### src/rtl/can_mode_pkg.sv
package can_mode_pkg;

    localparam int BUS_W   = 16;
    localparam int STAT_W  = 8;
    localparam int HW_W    = 4;
    localparam int SET_OFS = 8;   // set command for bit n sits at n + SET_OFS
    localparam int SET_LO  = 4;   // lowest bit that has a set command

    localparam int B_DGM  = 7;
    localparam int B_MOM  = 6;
    localparam int B_SSHT = 5;

    localparam logic [STAT_W-1:0] STAT_RST = 8'h01;

    // encoding is {operating-mode, storage-select}
    typedef enum logic [1:0] {
        MODE_NORM_D0 = 2'b00,
        MODE_NORM_D1 = 2'b01,
        MODE_DIAG_T7 = 2'b10,
        MODE_DIAG_RX = 2'b11
    } mode_e;

    typedef struct packed {
        logic tx_en;
        logic ack_en;
        logic err_freeze;
        logic store_t7;
    } gate_t;

endpackage

### src/rtl/can_mode_bus.sv
module can_mode_bus
    import can_mode_pkg::*;
#(
    parameter int DW = BUS_W,
    parameter int SW = STAT_W
) (
    input  logic          reg_sel,
    input  logic          presc_sel,
    input  logic          bus_rd,
    input  logic          bus_wr,
    input  logic          bus_wide,
    input  logic          bus_hi_byte,
    input  logic [DW-1:0] bus_wdata,
    input  logic          diag_mode,
    input  logic          init_state,
    input  logic [SW-1:0] status,
    input  logic [DW-1:0] presc_rdata,
    input  logic [DW-1:0] diag_rdata,
    output logic [SW-1:0] set_cmd,
    output logic [SW-1:0] clr_cmd,
    output logic          presc_wr_en,
    output logic [DW-1:0] bus_rdata
);

    localparam int PAD_W = DW - SW;

    logic wr_full;
    logic presc_lock;

    // only full-width writes reach the register
    assign wr_full    = reg_sel & bus_wr & bus_wide;
    assign presc_lock = diag_mode & ~init_state;

    for (genvar i = 0; i < SW; i++) begin : g_cmd
        assign clr_cmd[i] = wr_full & bus_wdata[i];
        if (i >= SET_LO) begin : g_set
            assign set_cmd[i] = wr_full & bus_wdata[i + SET_OFS];
        end else begin : g_noset
            assign set_cmd[i] = 1'b0;
        end
    end

    assign presc_wr_en = presc_sel & bus_wr & ~presc_lock;

    always_comb begin
        bus_rdata = '0;
        if (bus_rd && reg_sel) begin
            if (bus_wide || !bus_hi_byte) begin
                bus_rdata = {{PAD_W{1'b0}}, status};
            end
        end else if (bus_rd && presc_sel) begin
            bus_rdata = presc_lock ? diag_rdata : presc_rdata;
        end
    end

endmodule

### src/rtl/can_mode_fsm.sv
module can_mode_fsm
    import can_mode_pkg::*;
(
    input  logic  clk,
    input  logic  rst_n,
    input  logic  mom_set,
    input  logic  mom_clr,
    input  logic  dgm_set,
    input  logic  dgm_clr,
    output mode_e mode,
    output logic  mom,
    output logic  dgm,
    output gate_t gate
);

    mode_e state_q, state_d;
    logic  mom_up, mom_dn, dgm_up, dgm_dn;

    // a set together with a clear is no command
    assign mom_up = mom_set & ~mom_clr;
    assign mom_dn = mom_clr & ~mom_set;
    assign dgm_up = dgm_set & ~dgm_clr;
    assign dgm_dn = dgm_clr & ~dgm_set;

    always_ff @(posedge clk or negedge rst_n) begin
        if (!rst_n) state_q <= MODE_NORM_D0;
        else        state_q <= state_d;
    end

    always_comb begin
        state_d = state_q;
        unique case (state_q)
            MODE_NORM_D0: begin
                if (mom_up)      state_d = dgm_up ? MODE_DIAG_RX : MODE_DIAG_T7; // ENTER_DIAG
                else if (dgm_up) state_d = MODE_NORM_D1;                         // PICK_RX_STORE
            end
            MODE_NORM_D1: begin
                if (mom_up)      state_d = dgm_dn ? MODE_DIAG_T7 : MODE_DIAG_RX; // ENTER_DIAG
                else if (dgm_dn) state_d = MODE_NORM_D0;                         // PICK_T7_STORE
            end
            MODE_DIAG_T7: begin
                if (mom_dn)      state_d = dgm_up ? MODE_NORM_D1 : MODE_NORM_D0; // LEAVE_DIAG
                else if (dgm_up) state_d = MODE_DIAG_RX;                         // PICK_RX_STORE
            end
            MODE_DIAG_RX: begin
                if (mom_dn)      state_d = dgm_dn ? MODE_NORM_D0 : MODE_NORM_D1; // LEAVE_DIAG
                else if (dgm_dn) state_d = MODE_DIAG_T7;                         // PICK_T7_STORE
            end
            default: state_d = MODE_NORM_D0;
        endcase
    end

    always_comb begin
        mom  = 1'b0;
        dgm  = 1'b0;
        gate = '{tx_en: 1'b1, ack_en: 1'b1, err_freeze: 1'b0, store_t7: 1'b0};
        unique case (state_q)
            MODE_NORM_D0: begin
                mom = 1'b0; dgm = 1'b0;
            end
            MODE_NORM_D1: begin
                mom = 1'b0; dgm = 1'b1;
            end
            MODE_DIAG_T7: begin
                mom = 1'b1; dgm = 1'b0;
                gate = '{tx_en: 1'b0, ack_en: 1'b0, err_freeze: 1'b1, store_t7: 1'b1};
            end
            MODE_DIAG_RX: begin
                mom = 1'b1; dgm = 1'b1;
                gate = '{tx_en: 1'b0, ack_en: 1'b0, err_freeze: 1'b1, store_t7: 1'b0};
            end
            default: ;
        endcase
    end

    assign mode = state_q;

endmodule

### src/rtl/can_mode_flags.sv
module can_mode_flags #(
    parameter int              W     = 6,
    parameter int              HW    = 4,
    parameter logic [W-1:0]    RST_V = 6'h01
) (
    input  logic          clk,
    input  logic          rst_n,
    input  logic [W-1:0]  set_cmd,
    input  logic [W-1:0]  clr_cmd,
    input  logic [HW-1:0] hw_set,
    output logic [W-1:0]  flags
);

    for (genvar i = 0; i < W; i++) begin : g_bit
        logic hw_i;
        if (i < HW) begin : g_hw
            assign hw_i = hw_set[i];
        end else begin : g_nohw
            assign hw_i = 1'b0;
        end

        always_ff @(posedge clk or negedge rst_n) begin
            if (!rst_n) begin
                flags[i] <= RST_V[i];
            end else if (hw_i) begin
                flags[i] <= 1'b1;
            end else if (set_cmd[i] && !clr_cmd[i]) begin
                flags[i] <= 1'b1;
            end else if (clr_cmd[i] && !set_cmd[i]) begin
                flags[i] <= 1'b0;
            end
        end
    end

endmodule

### src/rtl/can_mode_reg.sv
module can_mode_reg
    import can_mode_pkg::*;
(
    input  logic              clk,
    input  logic              rst_n,
    input  logic              reg_sel,
    input  logic              presc_sel,
    input  logic              bus_rd,
    input  logic              bus_wr,
    input  logic              bus_wide,
    input  logic              bus_hi_byte,
    input  logic [BUS_W-1:0]  bus_wdata,
    output logic [BUS_W-1:0]  bus_rdata,
    input  logic              init_state,
    input  logic [BUS_W-1:0]  presc_rdata,
    input  logic [BUS_W-1:0]  diag_rdata,
    input  logic [HW_W-1:0]   hw_flag_set,
    output logic              presc_wr_en,
    output logic              tx_enable,
    output logic              ack_enable,
    output logic              errcnt_freeze,
    output logic              store_type7,
    output logic              single_shot
);

    localparam int FLAG_W = STAT_W - 2;

    logic [STAT_W-1:0] set_cmd, clr_cmd;
    logic [STAT_W-1:0] status_q;
    logic [FLAG_W-1:0] flag_q;
    logic              mom, dgm;
    mode_e             mode;
    gate_t             gate;

    can_mode_bus #(.DW(BUS_W), .SW(STAT_W)) u_bus (
        .reg_sel     (reg_sel),
        .presc_sel   (presc_sel),
        .bus_rd      (bus_rd),
        .bus_wr      (bus_wr),
        .bus_wide    (bus_wide),
        .bus_hi_byte (bus_hi_byte),
        .bus_wdata   (bus_wdata),
        .diag_mode   (mom),
        .init_state  (init_state),
        .status      (status_q),
        .presc_rdata (presc_rdata),
        .diag_rdata  (diag_rdata),
        .set_cmd     (set_cmd),
        .clr_cmd     (clr_cmd),
        .presc_wr_en (presc_wr_en),
        .bus_rdata   (bus_rdata)
    );

    can_mode_fsm u_fsm (
        .clk     (clk),
        .rst_n   (rst_n),
        .mom_set (set_cmd[B_MOM]),
        .mom_clr (clr_cmd[B_MOM]),
        .dgm_set (set_cmd[B_DGM]),
        .dgm_clr (clr_cmd[B_DGM]),
        .mode    (mode),
        .mom     (mom),
        .dgm     (dgm),
        .gate    (gate)
    );

    can_mode_flags #(.W(FLAG_W), .HW(HW_W), .RST_V(STAT_RST[FLAG_W-1:0])) u_flags (
        .clk     (clk),
        .rst_n   (rst_n),
        .set_cmd (set_cmd[FLAG_W-1:0]),
        .clr_cmd (clr_cmd[FLAG_W-1:0]),
        .hw_set  (hw_flag_set),
        .flags   (flag_q)
    );

    assign status_q      = {dgm, mom, flag_q};
    assign tx_enable     = gate.tx_en;
    assign ack_enable    = gate.ack_en;
    assign errcnt_freeze = gate.err_freeze;
    assign store_type7   = gate.store_t7;
    assign single_shot   = status_q[B_SSHT];

endmodule

### config.mk
export PLATFORM = sky130hd
export DESIGN_NAME = can_mode_reg
export DESIGN_NICKNAME = d
export VERILOG_FILES = /design/src/rtl/can_mode_pkg.sv /design/src/rtl/can_mode_bus.sv /design/src/rtl/can_mode_fsm.sv /design/src/rtl/can_mode_flags.sv /design/src/rtl/can_mode_reg.sv
export SDC_FILE = /design/constraint.sdc
export NUM_CORES = 1
export LEC_CHECK = 0
export BUFFER_PORTS_ARGS = -buffer_cell sky130_fd_sc_hd__buf_2
export CORE_MARGIN = 2
export CORE_UTILIZATION = 33
export DETAILED_ROUTE_END_ITERATION = 10
export PLACE_DENSITY = 0.8
export SETUP_SLACK_MARGIN = 0.1
export SYNTH_ARGS = -nofsm -noshare
export SYNTH_HDL_FRONTEND = slang
export SYNTH_SLANG_ARGS = --single-unit
### constraint.sdc
create_clock -name clk -period 1.5 [get_ports clk]
set_input_delay 0.3 -clock clk [delete_from_list [all_inputs] [get_ports clk]]
set_output_delay 0.3 -clock clk [all_outputs]
set_load 0.005 [all_outputs]
==> summary.json <==
{
  "run_status": {"value": "finished with violations"},
  "violations_in_the_final_reports": {"value": "negative setup slack"},
  "skew": {"value": 0, "unit": "ps"},
  "max_cap_viol_count": {"value": 0},
  "io_buffer_count": {"value": 78},
  "path_class": {"value": "flop to output port"},
  "maxClockFrequency": {"value": 607, "unit": "MHz"},
  "route.layer.met1.wl": {"value": 1000, "unit": "um"},
  "globalRouteTotalUtil": {"value": 19.2, "unit": "%"},
  "cells_after_synthesis": {"value": 90},
  "cts.clk_slew.worst_paths": {"value": 50, "unit": "ps"},
  "layout-drive-gt1-share": {"value": 73.2, "unit": "%"},
  "h-tree-depth": {"value": 1},
  "slew_headroom": {"value": 83.4, "unit": "%"},
  "highest-signal-layer": {"value": "met4"},
  "path_common_cell": {"value": "buf_6"},
  "maximum_number_of_pins_on_one_net_before_global_route_repair": {"value": 13},
  "area.sequential": {"value": 203, "unit": "um2"},
  "timing.critical_path.fanout_max": {"value": 3},
  "fraction_of_power_consumed_by_sequential_logic": {"value": 36.2, "unit": "%"},
  "drtPass1Iterations": {"value": 4},
  "commonest_non_fill_non_tap_cell_in_the_layout": {"value": "buf_2"},
  "post-dp-hpwl": {"value": 1970, "unit": "um"},
  "peakVddDrop": {"value": 0.464, "unit": "mV"},
  "grt_pass1_wl": {"value": 3820, "unit": "um"},
  "synth_cell_types": {"value": 27},
  "worstPathBufferInverterCount": {"value": 2},
  "tritoncts_clock_tree": {"value": "done"},
  "synth.avg_cell_area": {"value": 8.02, "unit": "um2"},
  "timing.critical_path.cells": {"value": "nand2b_4, buf_6, nor3_2, a211o_2, buf_6"},
  "timing.critical_path.arrival": {"value": 1350, "unit": "ps"},
  "netlist_area": {"value": 722, "unit": "um2"},
  "initial_utilization": {"value": 35.7, "unit": "%"},
  "combinational_share_of_power": {"value": 36.9, "unit": "%"},
  "postLayoutSetupSlackWorst": {"value": -147, "unit": "ps"},
  "area.growth.synth_to_final": {"value": 97.1, "unit": "%"},
  "cts.sinks": {"value": 8},
  "number_of_antenna_violations_at_the_first_check_in_global_routing": {"value": 0},
  "detail_route.iter0.violations": {"value": 7},
  "ant_nets": {"value": 0},
  "dieWidth": {"value": 50.8, "unit": "um"},
  "cts_root_buf": {"value": "clkbuf_4"},
  "power_density": {"value": 455, "unit": "nW/um2"},
  "power.leakage": {"value": 0.798, "unit": "nW"},
  "rows": {"value": 16},
  "route.detailed.drc": {"value": 0},
  "tightest_slew": {"value": 250, "unit": "ps"},
  "multi_input_area": {"value": 582, "unit": "um2"},
  "fin_hold_ws": {"value": 216, "unit": "ps"},
  "slew_violations": {"value": 0},
  "grt_setup_unrepaired": {"value": "yes"},
  "clock_power_share": {"value": 26.8, "unit": "%"},
  "highest_count_cells_in_the_layout_ignoring_fill_and_taps": {"value": "buf_2 (76), nand2_2 (12), buf_4 (11)"},
  "cts.path.max_buffers": {"value": 2},
  "grt_pass1_vias": {"value": 989},
  "cellInternalPower": {"value": 0.000467, "unit": "W"},
  "sw_frac_of_total": {"value": 27.8, "unit": "%"},
  "design.final.nets": {"value": 247},
  "met3WireLength": {"value": 182, "unit": "um"},
  "viasPerCell": {"value": 4.84},
  "crit_path_max_incr_delay": {"value": 430, "unit": "ps"},
  "hp-class": {"value": "input pin to flop"},
  "vias": {"value": 1016},
  "design.core.area": {"value": 2020, "unit": "um2"},
  "average_wire_per_standard_cell": {"value": 12.3, "unit": "um"},
  "critical_path_required": {"value": 1200, "unit": "ps"},
  "grt-ovfl-total": {"value": 0},
  "critical_path.top_delay_family": {"value": "flip-flops"},
  "floorplan.die.height": {"value": 50.8, "unit": "um"},
  "post_detailed_routing_wire_length": {"value": 2570, "unit": "um"},
  "antenna_cells": {"value": 0},
  "cts_buffers": {"value": 3},
  "syn_nets": {"value": 153},
  "finalCritPeriodShare": {"value": 110, "unit": "%"},
  "floorplan.io_pins": {"value": 83},
  "timing.final.crit_period": {"value": 1650, "unit": "ps"},
  "cp-start-kind": {"value": "flop"},
  "final_util": {"value": 70.4, "unit": "%"},
  "finalHoldViolations": {"value": 0},
  "synth.yosys.seq_area_share": {"value": 27.9, "unit": "%"},
  "die-area": {"value": 2580, "unit": "um2"},
  "power.net_switching": {"value": 0.000180, "unit": "W"},
  "wl_met2": {"value": 1350, "unit": "um"},
  "endpoint_kind": {"value": "output port"},
  "synth.yosys.warnings": {"value": 0},
  "fillers": {"value": 167},
  "detailedPlace.worstSlack": {"value": -49.5, "unit": "ps"},
  "cpMaxStageDelayCell": {"value": "dfrtp_2"},
  "final_weighted_congestion_of_routability_driven_global_placement": {"value": 0.697},
  "setup_viol": {"value": 20},
  "worstSkewPairLatency": {"value": 250, "unit": "ps"},
  "yosys_register_bits": {"value": 8}
}
## logic make-up (layout without fill, tap and decap cells)
group,count (synthesis),count (layout),synth area share [%]
simple gates,35,35,21.8
mux,9,9,12.8
flops,8,8,27.9
fa+ha+maj,2,2,3.47
compound gates,26,26,25.1
buf+inv,10,103,8.84
## power groups by stage
stage               Combinational [W]  Sequential [W]  Clock, W
floorplan                   0.0000836        0.000236         0
global placement             0.000194        0.000237         0
detailed placement           0.000202        0.000237         0
CTS                          0.000218        0.000233  0.000182
global route                 0.000260        0.000236  0.000194
finish                       0.000239        0.000234  0.000174
## per-stage QoR
stage	std cells	power (W)	TNS (ps)	cell area [um2]
finish	210	0.000647	-1870	1420
global placement	197	0.000431	-30.3	1200
detailed placement	197	0.000439	-97.6	1200
CTS	207	0.000633	-2140	1320
global route	210	0.000690	-3090	1420
floorplan	90	0.000319	0	766
## sequential cells by signal, indices dropped and copies added, names as in the netlist
| register | flops |
|---|---|
| u_flags.flags | 6 |
| u_fsm.mode | 2 |
## cell type report
class                           instances  share of cell area, %
Inverter                                3                  0.792
Sequential cell                         8                   14.2
Clock buffer                            4                   1.85
Timing Repair Buffer                   96                   39.8
Multi-Input combinational cell         72                   40.9
Tap cell                               27                   2.37
## synthesized netlist by cell type, drive strengths merged
cell / instances / share of area (%)
dfstp: 1 / 3.6
and3: 2 / 1.7
nor2: 2 / 1.0
buf: 7 / 7.3
a21o: 4 / 4.2
nand2b: 1 / 0.87
a21boi: 1 / 1.0
inv: 3 / 1.6
mux2: 2 / 3.1
ha: 2 / 3.5
nand3: 1 / 0.69
o21ai: 1 / 0.69
nor3b: 1 / 1.0
and2b: 1 / 1.0
nand2: 23 / 12
o2bb2ai: 7 / 8.5
dfrtp: 7 / 24
mux2i: 7 / 9.7
and2: 2 / 1.7
a21oi: 11 / 8.1
a211o: 1 / 1.4
o22a: 1 / 1.2
nand3b: 1 / 1.0
nor3: 1 / 0.69
## worst paths after layout
kind                                   from          endpoint  slack (ps)  depth (start not counted)
setup / recovery              u_fsm.mode[1]      bus_rdata[6]        -150                          5
hold / removal                 bus_wdata[6]     u_fsm.mode[1]         220                          2
setup reg to reg              u_fsm.mode[1]     u_fsm.mode[1]         400                          5
hold reg to reg            u_flags.flags[3]  u_flags.flags[3]         490                          1
max in group asynchronous             rst_n  u_flags.flags[0]         830                          2
min in group asynchronous             rst_n  u_flags.flags[3]         440                          2
## repair_timing
action                                  CTS  global route
pin swaps                                17            14
hold buffers                              1             0
buffers inserted                          5             3
endpoints found under the hold margin     7             0
endpoints found under the setup margin   17            18
gates resized for setup                  13            24
## routing by layer
layer | vias up | global-route usage (%)
met4 | 0 | 8.56
met1 | 463 | 18.7
met2 | 47 | 38.4
met3 | 4 | 3.57
li1 | 502 | -
met5 | - | 0
No activity file was read; power rests on OpenSTA's default activity.
